File: src/rtl/pkt_det_pkg.sv
package pkt_det_pkg;

  // Longest suffix of (first k pattern bits, then bit b) that is also a pattern prefix.
  // Pattern bit order: pat[w-1] is the first bit on the line.
  function automatic int unsigned kmp_next(input logic [63:0] pat, input int unsigned w,
                                           input int unsigned k, input logic b);
    logic [64:0] seq;
    int unsigned res;
    logic ok;
    seq = '0;
    res = 0;
    for (int unsigned i = 0; i < 64; i++) begin
      if (i < k) seq[i] = pat[w-1-i];
    end
    seq[k] = b;
    for (int unsigned len = 1; len <= 64; len++) begin
      if (len <= k + 1 && len <= w) begin
        ok = 1'b1;
        for (int unsigned i = 0; i < 64; i++) begin
          if (i < len && seq[k+1-len+i] != pat[w-1-i]) ok = 1'b0;
        end
        if (ok) res = len;
      end
    end
    return res;
  endfunction

endpackage

File: src/rtl/hdr_match.sv
module hdr_match #(
  parameter int unsigned      HDR_W   = 10,
  parameter logic [HDR_W-1:0] HDR_PAT = 10'b11_1100_1101
) (
  input  logic clk_i,
  input  logic rst_ni,
  input  logic en_i,
  input  logic bit_i,
  output logic hit_o
);
  localparam int unsigned KW = $clog2(HDR_W + 1);
  localparam int unsigned NS = 1 << KW;

  logic [KW-1:0] tab0 [NS];
  logic [KW-1:0] tab1 [NS];
  logic [KW-1:0] k_q, k_d, nxt;

  for (genvar g = 0; g < NS; g++) begin : g_tab
    if (g < HDR_W) begin : g_live
      localparam int unsigned N0 = pkt_det_pkg::kmp_next(64'(HDR_PAT), HDR_W, g, 1'b0);
      localparam int unsigned N1 = pkt_det_pkg::kmp_next(64'(HDR_PAT), HDR_W, g, 1'b1);
      assign tab0[g] = KW'(N0);
      assign tab1[g] = KW'(N1);
    end else begin : g_pad
      assign tab0[g] = '0;
      assign tab1[g] = '0;
    end
  end

  always_comb begin
    nxt   = bit_i ? tab1[k_q] : tab0[k_q];
    hit_o = en_i && (nxt == KW'(HDR_W));
    if (!en_i || hit_o) k_d = '0;
    else                k_d = nxt;
  end

  always_ff @(posedge clk_i or negedge rst_ni) begin
    if (!rst_ni) k_q <= '0;
    else         k_q <= k_d;
  end

  // partial match depth never reaches a full header while held
  p_depth_r6: assert property (@(posedge clk_i) disable iff (!rst_ni)
    k_q < KW'(HDR_W));
  // hunting always restarts from an empty match
  p_idle_clear_r9: assert property (@(posedge clk_i) disable iff (!rst_ni)
    !en_i |=> k_q == '0);
endmodule

File: src/rtl/msg_window.sv
module msg_window #(
  parameter int unsigned MSG_LEN = 24,
  localparam int unsigned IDX_W  = $clog2(MSG_LEN)
) (
  input  logic             clk_i,
  input  logic             rst_ni,
  input  logic             start_i,
  output logic             active_o,
  output logic [IDX_W-1:0] idx_o,
  output logic             last_o
);
  logic             active_q;
  logic [IDX_W-1:0] idx_q;

  assign active_o = active_q;
  assign idx_o    = idx_q;
  assign last_o   = active_q && (idx_q == IDX_W'(MSG_LEN - 1));

  always_ff @(posedge clk_i or negedge rst_ni) begin
    if (!rst_ni) begin
      active_q <= 1'b0;
      idx_q    <= '0;
    end else if (active_q) begin
      if (last_o) begin
        active_q <= 1'b0;
        idx_q    <= '0;
      end else begin
        idx_q <= idx_q + 1'b1;
      end
    end else if (start_i) begin
      active_q <= 1'b1;
      idx_q    <= '0;
    end
  end

  // index advances by one each message cycle
  p_idx_step_r4: assert property (@(posedge clk_i) disable iff (!rst_ni)
    (active_q && !last_o) |=> (active_q && idx_q == IDX_W'($past(idx_q) + 1'b1)));
  // index rests at zero outside the window
  p_idx_idle_r4: assert property (@(posedge clk_i) disable iff (!rst_ni)
    !active_q |-> idx_q == '0);
endmodule

File: src/rtl/pkt_hdr_det.sv
module pkt_hdr_det #(
  parameter int unsigned        START_W   = 2,
  parameter logic [START_W-1:0] START_PAT = 2'b11,
  parameter int unsigned        CODE_W    = 8,
  parameter logic [CODE_W-1:0]  CODE_PAT  = 8'b1100_1101,
  parameter int unsigned        MSG_LEN   = 24,
  localparam int unsigned       IDX_W     = $clog2(MSG_LEN)
) (
  input  logic             clk_i,
  input  logic             rst_ni,
  input  logic             data_i,
  output logic             header_o,
  output logic             msg_bit_valid_o,
  output logic [IDX_W-1:0] msg_idx_o,
  output logic             packet_end_o
);
  localparam int unsigned      HDR_W   = START_W + CODE_W;
  localparam logic [HDR_W-1:0] HDR_PAT = {START_PAT, CODE_PAT};

  logic hit, active, last;

  hdr_match #(
    .HDR_W  (HDR_W),
    .HDR_PAT(HDR_PAT)
  ) i_hdr_match (
    .clk_i (clk_i),
    .rst_ni(rst_ni),
    .en_i  (!active),
    .bit_i (data_i),
    .hit_o (hit)
  );

  msg_window #(
    .MSG_LEN(MSG_LEN)
  ) i_msg_window (
    .clk_i   (clk_i),
    .rst_ni  (rst_ni),
    .start_i (hit),
    .active_o(active),
    .idx_o   (msg_idx_o),
    .last_o  (last)
  );

  assign header_o        = active;
  assign msg_bit_valid_o = active;
  assign packet_end_o    = last;

  // a completed header opens the window at index zero
  p_open_r2: assert property (@(posedge clk_i) disable iff (!rst_ni)
    hit |=> (header_o && msg_idx_o == '0));
  // window closes right after the end strobe
  p_close_r5: assert property (@(posedge clk_i) disable iff (!rst_ni)
    packet_end_o |=> !header_o);
  // end strobe lasts one cycle
  p_end_pulse_r5: assert property (@(posedge clk_i) disable iff (!rst_ni)
    packet_end_o |=> !packet_end_o);
  // no header match is reported inside a message
  p_no_retrig_r7: assert property (@(posedge clk_i) disable iff (!rst_ni)
    header_o |-> !hit);
endmodule

File: config.mk
export PLATFORM = sky130hd
export DESIGN_NAME = pkt_hdr_det
export DESIGN_NICKNAME = d
export VERILOG_FILES = /design/src/rtl/pkt_det_pkg.sv /design/src/rtl/hdr_match.sv /design/src/rtl/msg_window.sv /design/src/rtl/pkt_hdr_det.sv
export SDC_FILE = /design/constraint.sdc
export NUM_CORES = 1
export LEC_CHECK = 0
export ABC_CLOCK_PERIOD_IN_PS = 4000
export BUFFER_PORTS_ARGS = -buffer_cell sky130_fd_sc_hd__buf_2
export CAP_MARGIN = 20
export CELL_PAD_IN_SITES_DETAIL_PLACEMENT = 1
export CELL_PAD_IN_SITES_GLOBAL_PLACEMENT = 1
export CORE_MARGIN = 2
export CORE_UTILIZATION = 45
export CTS_CLUSTER_DIAMETER = 60
export DETAILED_ROUTE_END_ITERATION = 10
export GPL_TIMING_DRIVEN = 1
export HOLD_SLACK_MARGIN = 0.1
export PLACE_DENSITY = 0.89
export SYNTH_ARGS = -nofsm -noshare
export SYNTH_HDL_FRONTEND = slang
export SYNTH_SLANG_ARGS = --single-unit
export TNS_END_PERCENT = 30
File: constraint.sdc
create_clock -name clk_i -period 4 [get_ports clk_i]
set_input_delay 0.4 -clock clk_i [delete_from_list [all_inputs] [get_ports clk_i]]
set_output_delay 0.4 -clock clk_i [all_outputs]
set_load 0.02 [all_outputs]
==> out/results.ini, run 1 <==
[grt]
grt_max_degree=12
grt_usage=0.191
grt_pass1_wl_um=2660
antenna_found_initial=0
grt_overflow=0
grt_pass1_vias=546

[critical_path]
worstPathRequired_ns=4.18
r2r_start=i_hdr_match.k_q[1]
cp_slowest_stage_delay_ns=0.44
end_kind=flip-flop
path_buf_inv=1
critPathArrivalTime_ns=2.01
crit_path_start_kind=flip-flop
cp-startpoint=i_hdr_match.k_q[1]
worst_path_max_delay_cell=dfrtp_1
crit_family=simple AND/OR/NAND/NOR gates
crit_chain=inv_1 -> ha_1 -> or3_1 -> nand4_2 -> nor2_2 -> and3_4 -> o22ai_4
critPathMaxFanout=7
critPathKind=reg2reg

[power_and_ir_drop]
p_clk_frac=0.142
cellLeakagePower_nw=0.367
power.density_mw_per_mm2=575
power_frac_comb=0.467
vdd_ir_drop_max_uv=296
seqPwrFrac=0.391
p_sw_mw=0.205
intPower_mw=0.250
p_sw_frac=0.451

[clocking]
cts_setup_buffers=0
root_buffer=clkbuf_4
cts_tree=done
clk_latency_ns=0.26
clkTransAtPathRegs_ns=0.06
cts_buffers=3
cts_htree_levels=1
cts.sinks=10
clockBufferDepth=2
post_cts_resized=0

[finish]
fillers=176
diodes=0
drive_gt1_frac=0.329
utilization=0.519
syn_to_final_growth_pct=7.12
layout.cells.non_filler=98
nets=93
final_cell_mix=dfrtp_1 (10), buf_2 (10), nand2_1 (8)

[sta]
min_period_over_period=0.458
final_period_minus_worst_setup_slack_ns=1.83
drv_slew=0
max-slew-margin-rel=0.740
fmax_mhz=546
rsz0062_at_grt=no
tns_ns=0
hold_viol=0
setup_viol=0
finClkSkew_ns=0.00247
layout_setup_ws_ns=2.17
tightestPinTransition_ns=0.390

[yosys]
syn-num-nets=83
yosysSeqAreaShare=0.339
ys_types=34
syn_area_per_cell_um2=9.98
ys_ff_latch=10
synth_enable_flop_cells=0
async_reset_ff_frac=1.00
syn_area_um2=738
syn_inst=74
yosys_most_used_dff=dfrtp_1
ys.warnings.count=0

[route]
antenna_left=0
drt_wl_total_um=1600
drt-vias-per-instance=5.74
first_pass_iters=4
drc=0
drt_iter0_markers=13
vias=563
wl_per_cell_um=16.3

[placement]
gp_congestion=0.823
dp_cells=94
post-place-ws_ns=2.16
dp_hpwl_um=1220
io_buffers=10

[floorplan]
ios=11
coreArea_mm2=0.00152
initial_core_util=0.484
die-area_mm2=0.00198
num_rows=14
die-height_um=44.5
die_x_um=44.5

[hold_path]
min_path_type=in2async

[outcome]
status=complete, no violations

[job]
drv_cap=0

[through the flow]
stage	power (mW)	hold WS [ns]	cell area (µm²)
floorplan	0.341	0.104	738
global placement	0.379	0.271	758
detailed placement	0.392	0.274	758
CTS	0.460	0.521	791
global route	0.491	0.547	791
finish	0.455	0.532	791
[worst paths after layout]
path	endpoint	slack, ns	depth (start not counted)
worst max-delay path	i_msg_window.idx_o[2]	2.17	7
worst min register to register	i_msg_window.idx_o[0]	0.60	1
worst min-delay path	i_msg_window.idx_o[2]	0.53	2
worst max register to register	i_msg_window.idx_o[2]	2.17	7
min in group clk_i	i_hdr_match.k_q[0]	0.53	3
max in group asynchronous	i_msg_window.idx_o[4]	3.27	2
[Yosys cell counts (3+ instances only)]
| cell type | count | share of area |
|---|---|---|
| buf_6 | 3 | 0.046 |
| inv_1 | 3 | 0.015 |
| nand3_1 | 4 | 0.027 |
| a21oi_1 | 3 | 0.020 |
| ha_1 | 6 | 0.10 |
| nand2_1 | 8 | 0.041 |
| dfrtp_1 | 10 | 0.34 |
| nor2_1 | 4 | 0.020 |
| o21ai_1 | 3 | 0.020 |
[flip-flops by register name, summed over array words and instances, names as in the netlist]
register / count
i_hdr_match.k_q: 4
i_msg_window.idx_o: 5
i_msg_window.active_o: 1
[logic make-up (layout without fill, tap and decap cells)]
kind of cell / after synthesis / in the layout / share of synthesized area
simple gates: 28 / 28 / 0.224
buf+inv: 10 / 18 / 0.0881
xor+xnor: 2 / 2 / 0.0237
compound gates: 17 / 17 / 0.203
fa+ha+maj: 6 / 6 / 0.102
mux: 1 / 1 / 0.0203
flops: 10 / 10 / 0.339
[worst reg2reg max path, stage by stage (launching register included)]
cell     delay (ns)
dfrtp_1        0.44
inv_1          0.10
ha_1           0.30
or3_1          0.32
nand4_2        0.13
nor2_2         0.06
and3_4         0.23
o22ai_4        0.17
[per-layer routing]
| metal | vias up | track usage | routed length (µm) |
|---|---|---|---|
| met5 | - | 0 | 0 |
| li1 | 278 | - | - |
| met4 | 0 | 0.0364 | 0 |
| met3 | 0 | 0.0612 | 69 |
| met1 | 272 | 0.259 | 778 |
| met2 | 13 | 0.299 | 755 |
[timing repair]
| item | 4_1_cts | 5_1_grt |
|---|---|---|
| endpoints found under the hold margin | 10 | 0 |
| hold buffers | 1 | 0 |
| endpoints found under the setup margin | 0 | 0 |
[cell type report]
type | instances | area [µm²] | share of cell area
inverters | 4 | 15.0 | 0.0190
flip-flops and latches | 10 | 250 | 0.316
well taps | 16 | 20.0 | 0.0253
multi-input cells | 54 | 423 | 0.535
repair buffers | 11 | 60.1 | 0.0759
clock buffers | 3 | 22.5 | 0.0285
[power by group through the flow]
stage / Combinational, mW / Sequential, mW / Clock (mW)
after CTS: 0.214 / 0.178 / 0.0683
final: 0.212 / 0.178 / 0.0647
after detailed placement: 0.212 / 0.180 / 0
after floorplan: 0.180 / 0.161 / 0
after global placement: 0.204 / 0.175 / 0
after global routing: 0.236 / 0.184 / 0.0710
Power figures use the tool's default switching activity.
==> run 2, diff against run 1 <==
ABC_AREA = 1   (was default)
ABC_CLOCK_PERIOD_IN_PS = 1500   (was 4000)
CORE_UTILIZATION = 35   (was 45)
PLACE_DENSITY = 0.8   (was 0.89)
clock period = 1.5 ns   (was 4 ns; I/O delays follow)
==> out/results.ini, run 2 <==
[critical_path]
cp_slowest_stage_delay_ns=0.40  ; -0.04 ns
end_kind=flip-flop
worstPathRequired_ns=1.65  ; -2.53 ns
reg2reg_depth=11  ; +4
crit_path_start_kind=flip-flop
crit_chain=inv_2 -> ha_4 -> inv_2 -> nand3_2 -> nand2_2 -> nor2_4 -> nand2_2 -> nor2_4 -> nand2_4 -> nand3_2 -> nand2_1
critPathKind=reg2reg
critPathArrivalTime_ns=1.79  ; -0.22 ns
rrSetupSlack_ns=-0.14  ; -2.31 ns
worst_path_max_delay_cell=dfrtp_1
critPathMaxFanout=8  ; +1
r2r_start=i_hdr_match.k_q[1]
rr_endpoint=i_msg_window.idx_o[2]

[floorplan]
num_rows=15  ; +1
die-area_mm2=0.00231  ; +16%
initial_core_util=0.380  ; -0.104
coreArea_mm2=0.00178  ; +17%
die_x_um=48.0  ; +7.9%
ios=11  ; unchanged
die-height_um=48.0  ; +7.9%

[yosys]
synth_most_common_cell=nand2_1
syn_inst=90  ; +22%
synthTopCellsByArea=dfrtp_1 (37%), nand3_1 (12%), nand2_1 (12%), ha_1 (11%), inv_1 (6.1%)
synth_compound_area_frac=0.0498  ; -0.154
syn_area_um2=678  ; -8.1%
yosys_most_used_dff=dfrtp_1
syn_area_per_cell_um2=7.54  ; -24%
yosysSeqAreaShare=0.369  ; +0.0300
async_reset_ff_frac=1.00  ; unchanged
synth-simple-area-share=0.356  ; +0.132
ys_ff_latch=10  ; unchanged
ys_types=19  ; -44%
syn-num-nets=99  ; +19%
synth.area.mux_share=0  ; -0.0203
synth_enable_flop_cells=0  ; unchanged
yosysTopAreaCell=dfrtp_1
synth_top_family_by_area=simple AND/OR/NAND/NOR gates
ys_top_cells_by_count=nand2_1 (21), nand3_1 (16), inv_1 (11)
synth_xor_area_frac=0.0258  ; +0.00210
synthAdderAreaFrac=0.111  ; +0.00901
synth_top_area_frac=0.369  ; +0.0300
ys.warnings.count=0  ; unchanged

[power_and_ir_drop]
power.density_mw_per_mm2=2040  ; +250%
vdd_ir_drop_max_uv=1070  ; +260%
cellLeakagePower_nw=0.509  ; +39%
finalPower_mw=1.91  ; +320%

[finish]
final_area_um2=940  ; +19%
multi_input_area_um2=455  ; +7.7%
largest_reg_flops=5  ; unchanged
final_cell_mix=nand2_1 (18), nand3_1 (11), dfrtp_1 (10), buf_2 (10), buf_4 (9)
nets=123  ; +32%
fillers=226  ; +28%
syn_to_final_growth_pct=38.6
layout.cells.most_common=nand2_1
seq_area_um2=250  ; unchanged
drive_gt1_frac=0.429  ; +0.0993
diodes=0  ; unchanged

[sta]
fmax_mhz=609  ; +11%
setup_viol=11  ; +11
rsz0062_at_grt=yes
hold_viol=0  ; unchanged
tightestPinTransition_ns=0.301  ; -0.0892 ns
max-slew-margin-rel=0.799  ; +0.0595
drv_slew=0  ; unchanged
final_period_minus_worst_setup_slack_ns=1.64  ; -0.188 ns
min_period_over_period=1.10  ; +0.638
tns_ns=-1.35  ; -1.35 ns
layout_setup_ws_ns=-0.143  ; -2.31 ns
finClkSkew_ns=0.00165  ; -0.000819 ns

[route]
antenna_left=0  ; unchanged
vias=677  ; +20%
drc=0  ; unchanged
drt_wl_total_um=2150  ; +34%
drt_iter0_markers=12  ; -1
wl_per_cell_um=15.7  ; -4.2%
drt-vias-per-instance=4.94  ; -14%
first_pass_iters=4  ; unchanged

[placement]
gp_congestion=0.863  ; +4.9%
io_buffers=10  ; unchanged
place_area_um2=797  ; +5.1%
dp_hpwl_um=1380  ; +13%

[clocking]
cts_htree_levels=1  ; unchanged
cts_tree=done
clkTransAtPathRegs_ns=0.07  ; about the same
cts_buffers=3  ; unchanged
clk_latency_ns=0.26  ; about the same
root_buffer=clkbuf_4
cts.sinks=10  ; unchanged
clockBufferDepth=2  ; unchanged

[outcome]
status=finished with violations
violations=negative setup slack

[grt]
grt_max_degree=11  ; -1
grt_pass1_vias=679  ; +24%
grt_pass1_wl_um=3070  ; +15%
grt_overflow=0  ; unchanged
grt_usage=0.199  ; +0.00805
antenna_found_initial=0  ; unchanged

[hold_path]
min_path_type=in2async

[job]
drv_cap=0  ; unchanged

## run 2: cell count changes in the layout (fill, tap and decap cells not counted), moves of 3 or more
cell,previous run,this run
ha_4,0,3
buf_4,0,9
nand3_1,4,11
nand2_1,8,18
ha_1,6,3
inv_2,1,6
inv_1,3,8
nand2_2,0,3
nand3_2,0,6
## run 2: worst max path at each step
| stage | start | endpoint | slack (ns) | cells past startpoint |
|---|---|---|---|---|
| floorplan | i_hdr_match.k_q[1] | i_msg_window.idx_o[2] | 0.02 | 11 |
| global placement | i_hdr_match.k_q[1] | i_hdr_match.k_q[0] | -0.02 | 10 |
| detailed placement | i_hdr_match.k_q[0] | i_msg_window.idx_o[0] | -0.11 | 11 |
| CTS | i_msg_window.idx_o[1] | packet_end_o | -0.08 | 6 |
| global route | i_hdr_match.k_q[1] | i_msg_window.idx_o[1] | -0.21 | 9 |
| finish | i_hdr_match.k_q[1] | i_msg_window.idx_o[2] | -0.14 | 11 |
## run 2: logic make-up after synthesis
| kind of cell | Yosys count |
|---|---|
| DFF | 10 |
| buffers and inverters | 15 |
| and+or+nand+nor | 51 |
| AOI/OAI and AO/OA | 6 |
| xor gates and xnor gates | 2 |
| adders and majority gates | 6 |
## run 2: critical path: cells and delay by family, from the launching register on
family	cells	cell delay (ns)
adders and majority gates	1	0.28
buffers and inverters	2	0.12
DFF	1	0.40
and+or+nand+nor	8	0.73
## run 2: timing repair
action                                  CTS  global route
hold buffers                              1             0
gates cloned                              0             0
hold endpoints to repair                 10             0
pin swaps                                 2             8
endpoints found under the setup margin   11            11
gates resized for setup                   9            12
buffers inserted                          1             2
## run 2: cell type report
type                       count  share of cell area
inverter                      14              0.0559
timing repair buffer          20               0.136
sequential                    10               0.266
tap                           25              0.0333
multi-input combinational     65               0.485
clock buffer                   3              0.0240
## run 2: per-layer routing
layer / global-route usage / wire, µm / share of wire / vias to the layer above
met5: 0 / 0 / 0 / -
met4: 0.0649 / 0 / 0 / 0
met3: 0.0830 / 58 / 0.027 / 0
met2: 0.336 / 1160 / 0.54 / 12
met1: 0.226 / 929 / 0.43 / 335
li1: - / - / - / 330
## run 2: per-stage QoR
stage / hold WS [ns] / worst slack, ns / std cells / utilization
global placement: 0.0245 / -0.0250 / 130 / 0.447
floorplan: -0.146 / 0.0241 / 90 / -
global route: 0.335 / -0.214 / 137 / 0.527
detailed placement: 0.0271 / -0.110 / 130 / 0.447
CTS: 0.276 / -0.0770 / 135 / 0.488
finish: 0.314 / -0.143 / 137 / 0.527
## run 2: where the power goes
group / leakage (nW) / internal (mW) / switching, mW
clock: 0.0138 / 0.0927 / 0.0916
combinational: 0.365 / 0.521 / 0.684
sequential: 0.131 / 0.376 / 0.149
total: 0.509 / 0.989 / 0.925
